File: config.mk
export PLATFORM = sky130hd
export DESIGN_NAME = pwrguard_top
export DESIGN_NICKNAME = d
export VERILOG_FILES = /design/src/rtl/pgw_pkg.sv /design/src/rtl/pgw_supply.sv /design/src/rtl/pgw_strobe.sv /design/src/rtl/pgw_store.sv /design/src/rtl/pwrguard_top.sv
export SDC_FILE = /design/constraint.sdc
export NUM_CORES = 2
export LEC_CHECK = 0
export BUFFER_PORTS_ARGS = -buffer_cell sky130_fd_sc_hd__buf_2
export CAP_MARGIN = 5
export CORE_ASPECT_RATIO = 0.6
export CORE_UTILIZATION = 50
export CTS_BUF_LIST = sky130_fd_sc_hd__clkbuf_8
export CTS_CLUSTER_DIAMETER = 150
export DETAILED_ROUTE_END_ITERATION = 10
export PLACE_DENSITY = 0.65
export SYNTH_ARGS = -nofsm -noshare
export SYNTH_HDL_FRONTEND = slang
export SYNTH_SLANG_ARGS = --single-unit
export TNS_END_PERCENT = 20
File: constraint.sdc
create_clock -name clk -period 11 [get_ports clk]
set_clock_uncertainty 0.1 [all_clocks]
set_input_delay 1.1 -clock clk [delete_from_list [all_inputs] [get_ports clk]]
set_output_delay 1.1 -clock clk [all_outputs]
set_load 0.02 [all_outputs]
File: src/rtl/pgw_pkg.sv
package pgw_pkg;
    // Phase of a host write strobe as seen by the guard
    typedef enum logic [1:0] {
        PH_IDLE = 2'd0,   // no strobe in progress
        PH_PASS = 2'd1,   // strobe accepted, commit at its end
        PH_DROP = 2'd2    // strobe discarded, wait for its end
    } wr_phase_e;
endpackage

File: src/rtl/pgw_supply.sv
module pgw_supply #(
    parameter int RECOVER_CYC = 2000
) (
    input  logic clk,
    input  logic rst_n,
    input  logic pwr_good,
    input  logic batt_ok,
    input  logic consume,
    output logic ready,
    output logic batt_low
);
    localparam int CW = (RECOVER_CYC < 1) ? 1 : $clog2(RECOVER_CYC + 1);

    typedef struct packed {
        logic          pg;
        logic [CW-1:0] cnt;
        logic          low;
    } sup_t;

    sup_t s_d, s_q;

    always_comb begin
        s_d    = s_q;
        s_d.pg = pwr_good;
        if (!pwr_good) begin
            s_d.cnt = '0;
        end else if (!s_q.pg) begin
            s_d.cnt = CW'(RECOVER_CYC);
            s_d.low = ~batt_ok;
        end else if (s_q.cnt != '0) begin
            s_d.cnt = s_q.cnt - 1'b1;
        end
        if (consume) begin
            s_d.low = 1'b0;
        end
        ready    = pwr_good & s_q.pg & (s_q.cnt == '0);
        batt_low = s_q.low;
    end

    always_ff @(posedge clk or negedge rst_n) begin
        if (!rst_n) begin
            s_q <= '0;
        end else begin
            s_q <= s_d;
        end
    end

    AST_FLAG_ONLY_AT_RISE: assert property (@(posedge clk) disable iff (!rst_n)
        $rose(s_q.low) |-> $past(pwr_good & !s_q.pg));

    AST_CONSUME_CLEARS: assert property (@(posedge clk) disable iff (!rst_n)
        consume |=> !batt_low);
endmodule

File: src/rtl/pgw_strobe.sv
module pgw_strobe
    import pgw_pkg::*;
#(
    parameter int ADDR_W = 8,
    parameter int DATA_W = 8
) (
    input  logic              clk,
    input  logic              rst_n,
    input  logic              ce_n,
    input  logic              we_n,
    input  logic [ADDR_W-1:0] addr,
    input  logic [DATA_W-1:0] wdata,
    input  logic              ready,
    input  logic              batt_low,
    output logic              commit,
    output logic [ADDR_W-1:0] commit_addr,
    output logic [DATA_W-1:0] commit_data,
    output logic              consume
);
    typedef struct packed {
        wr_phase_e         ph;
        logic [ADDR_W-1:0] a;
        logic [DATA_W-1:0] d;
    } stb_t;

    stb_t s_d, s_q;
    logic act;

    always_comb begin
        act     = ~ce_n & ~we_n;
        s_d     = s_q;
        commit  = 1'b0;
        consume = 1'b0;
        if (act) begin
            s_d.a = addr;
            s_d.d = wdata;
        end
        unique case (s_q.ph)
            PH_IDLE: begin
                if (act) begin
                    consume = ready & batt_low;
                    s_d.ph  = (ready && !batt_low) ? PH_PASS : PH_DROP;
                end
            end
            PH_PASS: begin
                if (!act) begin
                    commit = ready;
                    s_d.ph = PH_IDLE;
                end else if (!ready) begin
                    s_d.ph = PH_DROP;
                end
            end
            default: begin
                if (!act) begin
                    s_d.ph = PH_IDLE;
                end
            end
        endcase
        commit_addr = s_q.a;
        commit_data = s_q.d;
    end

    always_ff @(posedge clk or negedge rst_n) begin
        if (!rst_n) begin
            s_q <= '{ph: PH_IDLE, a: '0, d: '0};
        end else begin
            s_q <= s_d;
        end
    end

    AST_COMMIT_ENDS_STROBE: assert property (@(posedge clk) disable iff (!rst_n)
        commit |=> (s_q.ph == PH_IDLE));

    AST_CONSUME_AT_START: assert property (@(posedge clk) disable iff (!rst_n)
        consume |=> (s_q.ph == PH_DROP));
endmodule

File: src/rtl/pgw_store.sv
module pgw_store #(
    parameter int ADDR_W = 8,
    parameter int DATA_W = 8
) (
    input  logic              clk,
    input  logic              rst_n,
    input  logic              wr_en,
    input  logic [ADDR_W-1:0] wr_addr,
    input  logic [DATA_W-1:0] wr_data,
    input  logic              rd_en,
    input  logic [ADDR_W-1:0] rd_addr,
    output logic [DATA_W-1:0] rdata,
    output logic              rdata_vld
);
    localparam int DEPTH = 1 << ADDR_W;

    typedef struct packed {
        logic              vld;
        logic [DATA_W-1:0] data;
    } rd_t;

    logic [DATA_W-1:0] mem_q [DEPTH];
    rd_t r_d, r_q;

    always_comb begin
        r_d.vld  = rd_en;
        r_d.data = rd_en ? mem_q[rd_addr] : '0;
    end

    always_ff @(posedge clk or negedge rst_n) begin
        if (!rst_n) begin
            r_q <= '0;
        end else begin
            r_q <= r_d;
        end
    end

    // Battery-backed contents: never cleared by reset
    always_ff @(posedge clk) begin
        if (wr_en) begin
            mem_q[wr_addr] <= wr_data;
        end
    end

    assign rdata     = r_q.data;
    assign rdata_vld = r_q.vld;

    AST_READ_LATENCY: assert property (@(posedge clk) disable iff (!rst_n)
        rd_en |=> rdata_vld);
endmodule

File: src/rtl/pwrguard_top.sv
module pwrguard_top #(
    parameter int ADDR_W      = 8,
    parameter int DATA_W      = 8,
    parameter int RECOVER_CYC = 2000
) (
    input  logic              clk,
    input  logic              rst_n,
    input  logic              pwr_good,
    input  logic              batt_ok,
    input  logic              ce_n,
    input  logic              we_n,
    input  logic              oe_n,
    input  logic [ADDR_W-1:0] addr,
    input  logic [DATA_W-1:0] wdata,
    output logic [DATA_W-1:0] rdata,
    output logic              rdata_vld
);
    logic              ready;
    logic              batt_low;
    logic              consume;
    logic              commit;
    logic [ADDR_W-1:0] commit_addr;
    logic [DATA_W-1:0] commit_data;
    logic              rd_en;

    assign rd_en = ready & ~ce_n & ~oe_n & we_n;

    pgw_supply #(.RECOVER_CYC(RECOVER_CYC)) u_supply (
        .clk      (clk),
        .rst_n    (rst_n),
        .pwr_good (pwr_good),
        .batt_ok  (batt_ok),
        .consume  (consume),
        .ready    (ready),
        .batt_low (batt_low)
    );

    pgw_strobe #(.ADDR_W(ADDR_W), .DATA_W(DATA_W)) u_strobe (
        .clk         (clk),
        .rst_n       (rst_n),
        .ce_n        (ce_n),
        .we_n        (we_n),
        .addr        (addr),
        .wdata       (wdata),
        .ready       (ready),
        .batt_low    (batt_low),
        .commit      (commit),
        .commit_addr (commit_addr),
        .commit_data (commit_data),
        .consume     (consume)
    );

    pgw_store #(.ADDR_W(ADDR_W), .DATA_W(DATA_W)) u_store (
        .clk       (clk),
        .rst_n     (rst_n),
        .wr_en     (commit),
        .wr_addr   (commit_addr),
        .wr_data   (commit_data),
        .rd_en     (rd_en),
        .rd_addr   (addr),
        .rdata     (rdata),
        .rdata_vld (rdata_vld)
    );

    AST_NO_WRITE_UNPOWERED: assert property (@(posedge clk) disable iff (!rst_n)
        commit |-> pwr_good);

    AST_NO_READ_UNPOWERED: assert property (@(posedge clk) disable iff (!rst_n)
        !pwr_good |=> !rdata_vld);

    AST_NO_COMMIT_WHILE_FLAGGED: assert property (@(posedge clk) disable iff (!rst_n)
        commit |-> !batt_low);

    AST_VALID_NEEDS_READY: assert property (@(posedge clk) disable iff (!rst_n)
        rdata_vld |-> $past(ready));

    AST_ZERO_WHEN_IDLE: assert property (@(posedge clk) disable iff (!rst_n)
        !rdata_vld |-> (rdata == '0));
endmodule

# After elaboration in Yosys (flattened, before gate mapping)
# Memory sizes are Yosys's and may differ from the RTL's.
# Cells that the tools add are included.
# classes
add_sub_neg,1
multipliers,0
div,0
magnitude_cmp,0
n_eq_ne,6
shifts,0
n_mux,19
bitwise_logic,11
n_reduce_logical,8
# ops
cell,n
2-to-1 mux 11 bit,3
zero test 11 bit,1
nonzero test 11 bit,1
subtractor 11 x 1 -> 11 bit (second input constant),1
2-to-1 mux 2 bit,5
2-to-1 mux 1 bit,9
inequality test 3 bit (second input constant),3
2-to-1 mux 8 bit,1
AND 1 bit,7
inverter 1 bit,4
case mux 2 bit (2 select lines),1
AND reduction 3 bit,1
equality test 2 x 1 -> 1 bit (second input constant),1
zero test 2 bit,1
inequality test 2 x 1 -> 1 bit (second input constant),1
inequality test 2 bit (second input constant),1
AND reduction 2 bit,1
nonzero test 2 bit,1
logical AND 1 bit,1
zero test 1 bit,1
# totals
regBits,40
latchBits,0
mem_bits_rw,2048
mem_bits_ro,0
wordCells,54
mem_count,1
# mem_list
name,words,width,read_ports,rd_clocked_by_memory_dff,write_ports,line_no,rtl
u_store.mem_q,256,8,1,0,1,pgw_store.sv:22,logic [DATA_W-1:0] mem_q [DEPTH];

# Depth between registers and ports, before layout
# depth
word_depth,7
depth_mapped,12

# Hierarchy
# Synthesis repeated with hierarchy kept, for this count alone.
# unflattened
hier_cells,4163
area_unflattened_um2,82482.9
# modules_own_cells
mod,instances,cells_each,area_each_um2
pgw_store,1,4035,80928.9
pgw_strobe,1,59,860.8
pgw_supply,1,68,680.7
pwrguard_top,1,1,12.5

# Worst setup path before layout
# Ideal clock, no wire load.
# synth_timing
path_type,register -> register
from,register u_strobe.s_q (netlist bit u_strobe.commit_data[0])
to,"memory u_store.mem_q[0][0], data pin"
t_arrival_ps,3181
required_ps,10097
setup_slack_ps,6916
stages_incl_launch_ff,1
path_buffers,0
period_less_slack_ps,4084
cell_sequence,dfrtp_1
# synth_lines
item,line_no,rtl
start: declaration,pgw_strobe.sv:26,"stb_t s_d, s_q;"
start signal: assignment,pgw_strobe.sv:65,"s_q <= '{ph: PH_IDLE, a: '0, d: '0};"
end: declaration,pgw_store.sv:22,
# No word-level cell before the write port.

==> summary.txt <==
Setup path
  • Reg2reg end: u_store.mem_q[182][2]$_DFFE_PP_
  • Setup CP Type: in -> reg
  • Critical Path AT: roughly 5.5 ns
  • Crit path launch type: input pin
  • R2R depth: 10
  • Worst-path fanout max: slightly above 100
  • Crit path from: addr[0]
  • Worst r2r src: u_supply.s_q[1]$_DFFE_PN0P_
  • R2R setup slack: between 6 and 7 ns
  • Critical path capture point: u_store.rdata[6]$_DFF_PN0_
  • Req. time, crit path: approximately 12 ns
  • Crit. End Element: flop

Logic synthesis
  • Yosys top cell area share: between 70 and 80%
  • Largest area contributor in the netlist: edfxtp_1
  • Synth Warn #: 0
  • Asr flop ratio synth: 1.916%
  • Post-Syn Area: roughly 81000 um^2
  • Distinct cells, synth: 64
  • Post-synth EDFFs: roughly 2000
  • Synth top area cells: edfxtp_1, mux4_2, mux2i_1
  • Dominant synthesized flop cell: edfxtp_1
  • FF+latch count, synth: roughly 2100
  • Synth Area per Inst: approximately 20 um^2
  • Sequential fraction of the synthesis area: 76.88%
  • Cells after Synth: a little over 4000
  • Post-Syn Nets: 4100

CTS
  • H-tree depth: 5
  • Post_cts resized: 0
  • Clk pin slew, worst setup/hold paths: approximately 0.08 ns
  • Setup bufs post-CTS: 0
  • TritonCTS clock tree: built
  • Hold buffer count at CTS: 0
  • Clock sinks: about 2100
  • Bufs on Longest Clock Path: 4
  • Root Buffer: clkbuf_8
  • CTS buffer count: ~300
  • Clock Latency Late Sink: about 0.90 ns

Power and ir drop
  • Seq pwr share: between 50% and 60%
  • Gate power share: 6.1%
  • P_sw: between 3 and 4 mW
  • Clock network power share: between 30 and 40%
  • P_int: between 10 and 15 mW
  • Switch share: a little under a quarter
  • Leak: ~28 nW
  • P per Cell Area: 176.7 nW/um^2
  • Maximum VDD drop: 0.1413 mV
  • Total power: between 15 and 20 mW

Drt
  • Vias/cell: 6.431
  • Routed wire length: about 210000 um
  • Drt first-iter violations: about 6000
  • Wire per inst: roughly 32 um
  • DR DRC count: 0
  • Drt first pass iters: 5
  • DR vias: around 42000
  • Final ANT Viol Nets: 0

Floorplanning
  • Initial Util: between 50% and 60%
  • Die height: approximately 310 um
  • Row count: 114
  • Num ports: 32
  • Core area: about 160000 um^2
  • Die X: roughly 520 um
  • Total die area: between 150000 and 200000 um^2

Timing
  • Slew @ Worst Pin: about 1.2 ns
  • Crit path time final: just under 5 ns
  • Worst Hold Slack: 0.2764 ns
  • Endpoints failing hold: 0
  • Final TNS setup: 0 ns
  • Achievable Freq: slightly above 200 MHz
  • RSZ-0062 raised after global routing: false
  • Max-slew violations: 0
  • Final Cycle Share: ~44%
  • Slew headroom: between 10% and 20%
  • Final setup violation count: 0

Global route
  • First-pass GRT wire length: 300000 um
  • Total gr overflow: 0
  • Largest net degree at the start of global routing: 134
  • Tot GR Track Use: between 20% and 30%
  • Vias in the first global route: ~40000
  • Number of antenna violations at the first check in global routing: 8

Outcome
  • Run status: finished, final reports clean

Placement
  • # port buffers: 31
  • Placed inst area: approximately 84000 um^2
  • Hpwl dp: 125700 um
  • Global placement routability congestion: 0.9515

Layout
  • Fin nets: 4252
  • Area of the multi-input gates: ~18000 um^2
  • FF+latch area: around 63000 um^2
  • Number of fill cells: about 12000
  • Area Overhead vs Synth: 9.390%
  • Share of cells above drive strength 1: roughly 20%
  • Finished layout cell area: 88930 um^2

Worst hold path
  • Hold crit path type: in -> async

Job
  • Max Cap Viol: 0
-- area by class of cell --
type	count	share of cell area [%]
Sequential cell	2088	70.32
Multi-Input combinational cell	1734	19.91
Clock buffer	310	4.798
Tap cell	2146	3.019
Clock inverter	199	1.078
Timing Repair Buffer	93	0.8104
Inverter	14	0.06332
Antenna cell	1	0.002814
-- cell families (layout without fill, tap and decap cells) --
logic type | count (synthesis) | after routing | synth area share [%]
DFF | 2088 | 2088 | 76.88
muxes | 691 | 691 | 14.48
and+or+nand+nor | 561 | 561 | 3.124
AOI/OAI and AO/OA | 474 | 474 | 3.977
buffers and inverters | 253 | 616 | 1.439
xor gates and xnor gates | 6 | 6 | 0.06464
adders and majority gates | 2 | 2 | 0.03078
other | 0 | 1 | 0
-- worst min path at each step --
stage	from	end	slack (ns)	cells after the start
global route	pwr_good	u_supply.s_q[12]$_DFF_PN0_	0.25	1
CTS	pwr_good	u_supply.s_q[12]$_DFF_PN0_	0.22	1
floorplan	u_supply.s_q[2]$_DFFE_PN0P_	u_supply.s_q[2]$_DFFE_PN0P_	0.39	2
global placement	u_supply.s_q[2]$_DFFE_PN0P_	u_supply.s_q[2]$_DFFE_PN0P_	0.41	2
detailed placement	u_supply.s_q[2]$_DFFE_PN0P_	u_supply.s_q[2]$_DFFE_PN0P_	0.42	2
finish	rst_n	u_supply.s_q[6]$_DFFE_PN0P_	0.28	1
-- through the flow --
step	cells	util, %	setup slack [ns]
finish	6585	55.17	6.171
global route	6585	55.17	5.962
CTS	6584	55.17	6.163
detailed placement	6075	51.93	5.223
global placement	6075	51.93	5.406
floorplan	4075	-	6.916
-- flip-flops by register name, summed over array words and instances, names as in the netlist --
signal	cells
u_store.mem_q	2048
u_supply.s_q	12
u_store.rdata	8
u_strobe.commit_addr	8
u_strobe.commit_data	8
u_strobe.s_q	2
u_store.rdata_vld	1
u_supply.batt_low	1
-- cell usage after synthesis (16+ instances only) --
cell and number:
a21oi_1 108, a221oi_1 19, a22o_1 16, buf_1 26
buf_2 47, buf_4 39, clkbuf_1 125, dfrtp_1 40
edfxtp_1 2048, mux2_2 30, mux2i_1 276, mux4_2 385
nand2_1 92, nand3_1 32, nor2_1 294, nor3_1 61
nor4_1 16, o21ai_0 83, o221ai_1 89, o22ai_1 70
-- critical path, stage by stage --
cell	delay, ns
buf_8	0.40
buf_12	0.64
buf_4	0.88
mux2i_1	0.19
o22ai_1	0.42
o32ai_1	0.20
a211oi_1	0.76
o311ai_0	0.31
nor4_1	0.37
-- power by group through the flow --
stage / Combinational, mW / Clock [mW] / Sequential (mW)
2_1_floorplan: 0.427 / 0 / 9.42
3_3_place_gp: 0.935 / 0 / 9.29
3_5_place_dp: 0.952 / 0 / 9.30
4_1_cts: 0.952 / 5.68 / 9.13
5_1_grt: 1.01 / 6.02 / 9.13
6_report: 0.963 / 5.62 / 9.13
-- layer usage --
metal	vias up	global-route usage, %	part of all wire, %	wire [um]
met5	-	0	0.010	21
met4	4	6.589	2.4	4940
met3	360	8.116	13	27170
met2	2598	33.83	41	85900
met1	22180	40.97	44	91860
li1	17210	-	-	-
-- cells in the final DEF (no fill, tap or decap), drive strengths merged, types with 16 or more instances in the layout --
master  synthesis  layout
edfxtp       2048    2048
mux4          385     385
clkbuf        125     310
nor2          294     294
mux2i         276     276
inv            14     117
a21oi         108     108
buf           114      93
nand2          92      92
o221ai         89      89
clkinv          0      84
o21ai          83      83
o22ai          70      70
nor3           61      61
dfrtp          40      40
nand3          33      33
mux2           30      30
a221oi         19      19
nor4           17      17
a22o           16      16
Note: power is estimated with default switching activity, not from simulation.
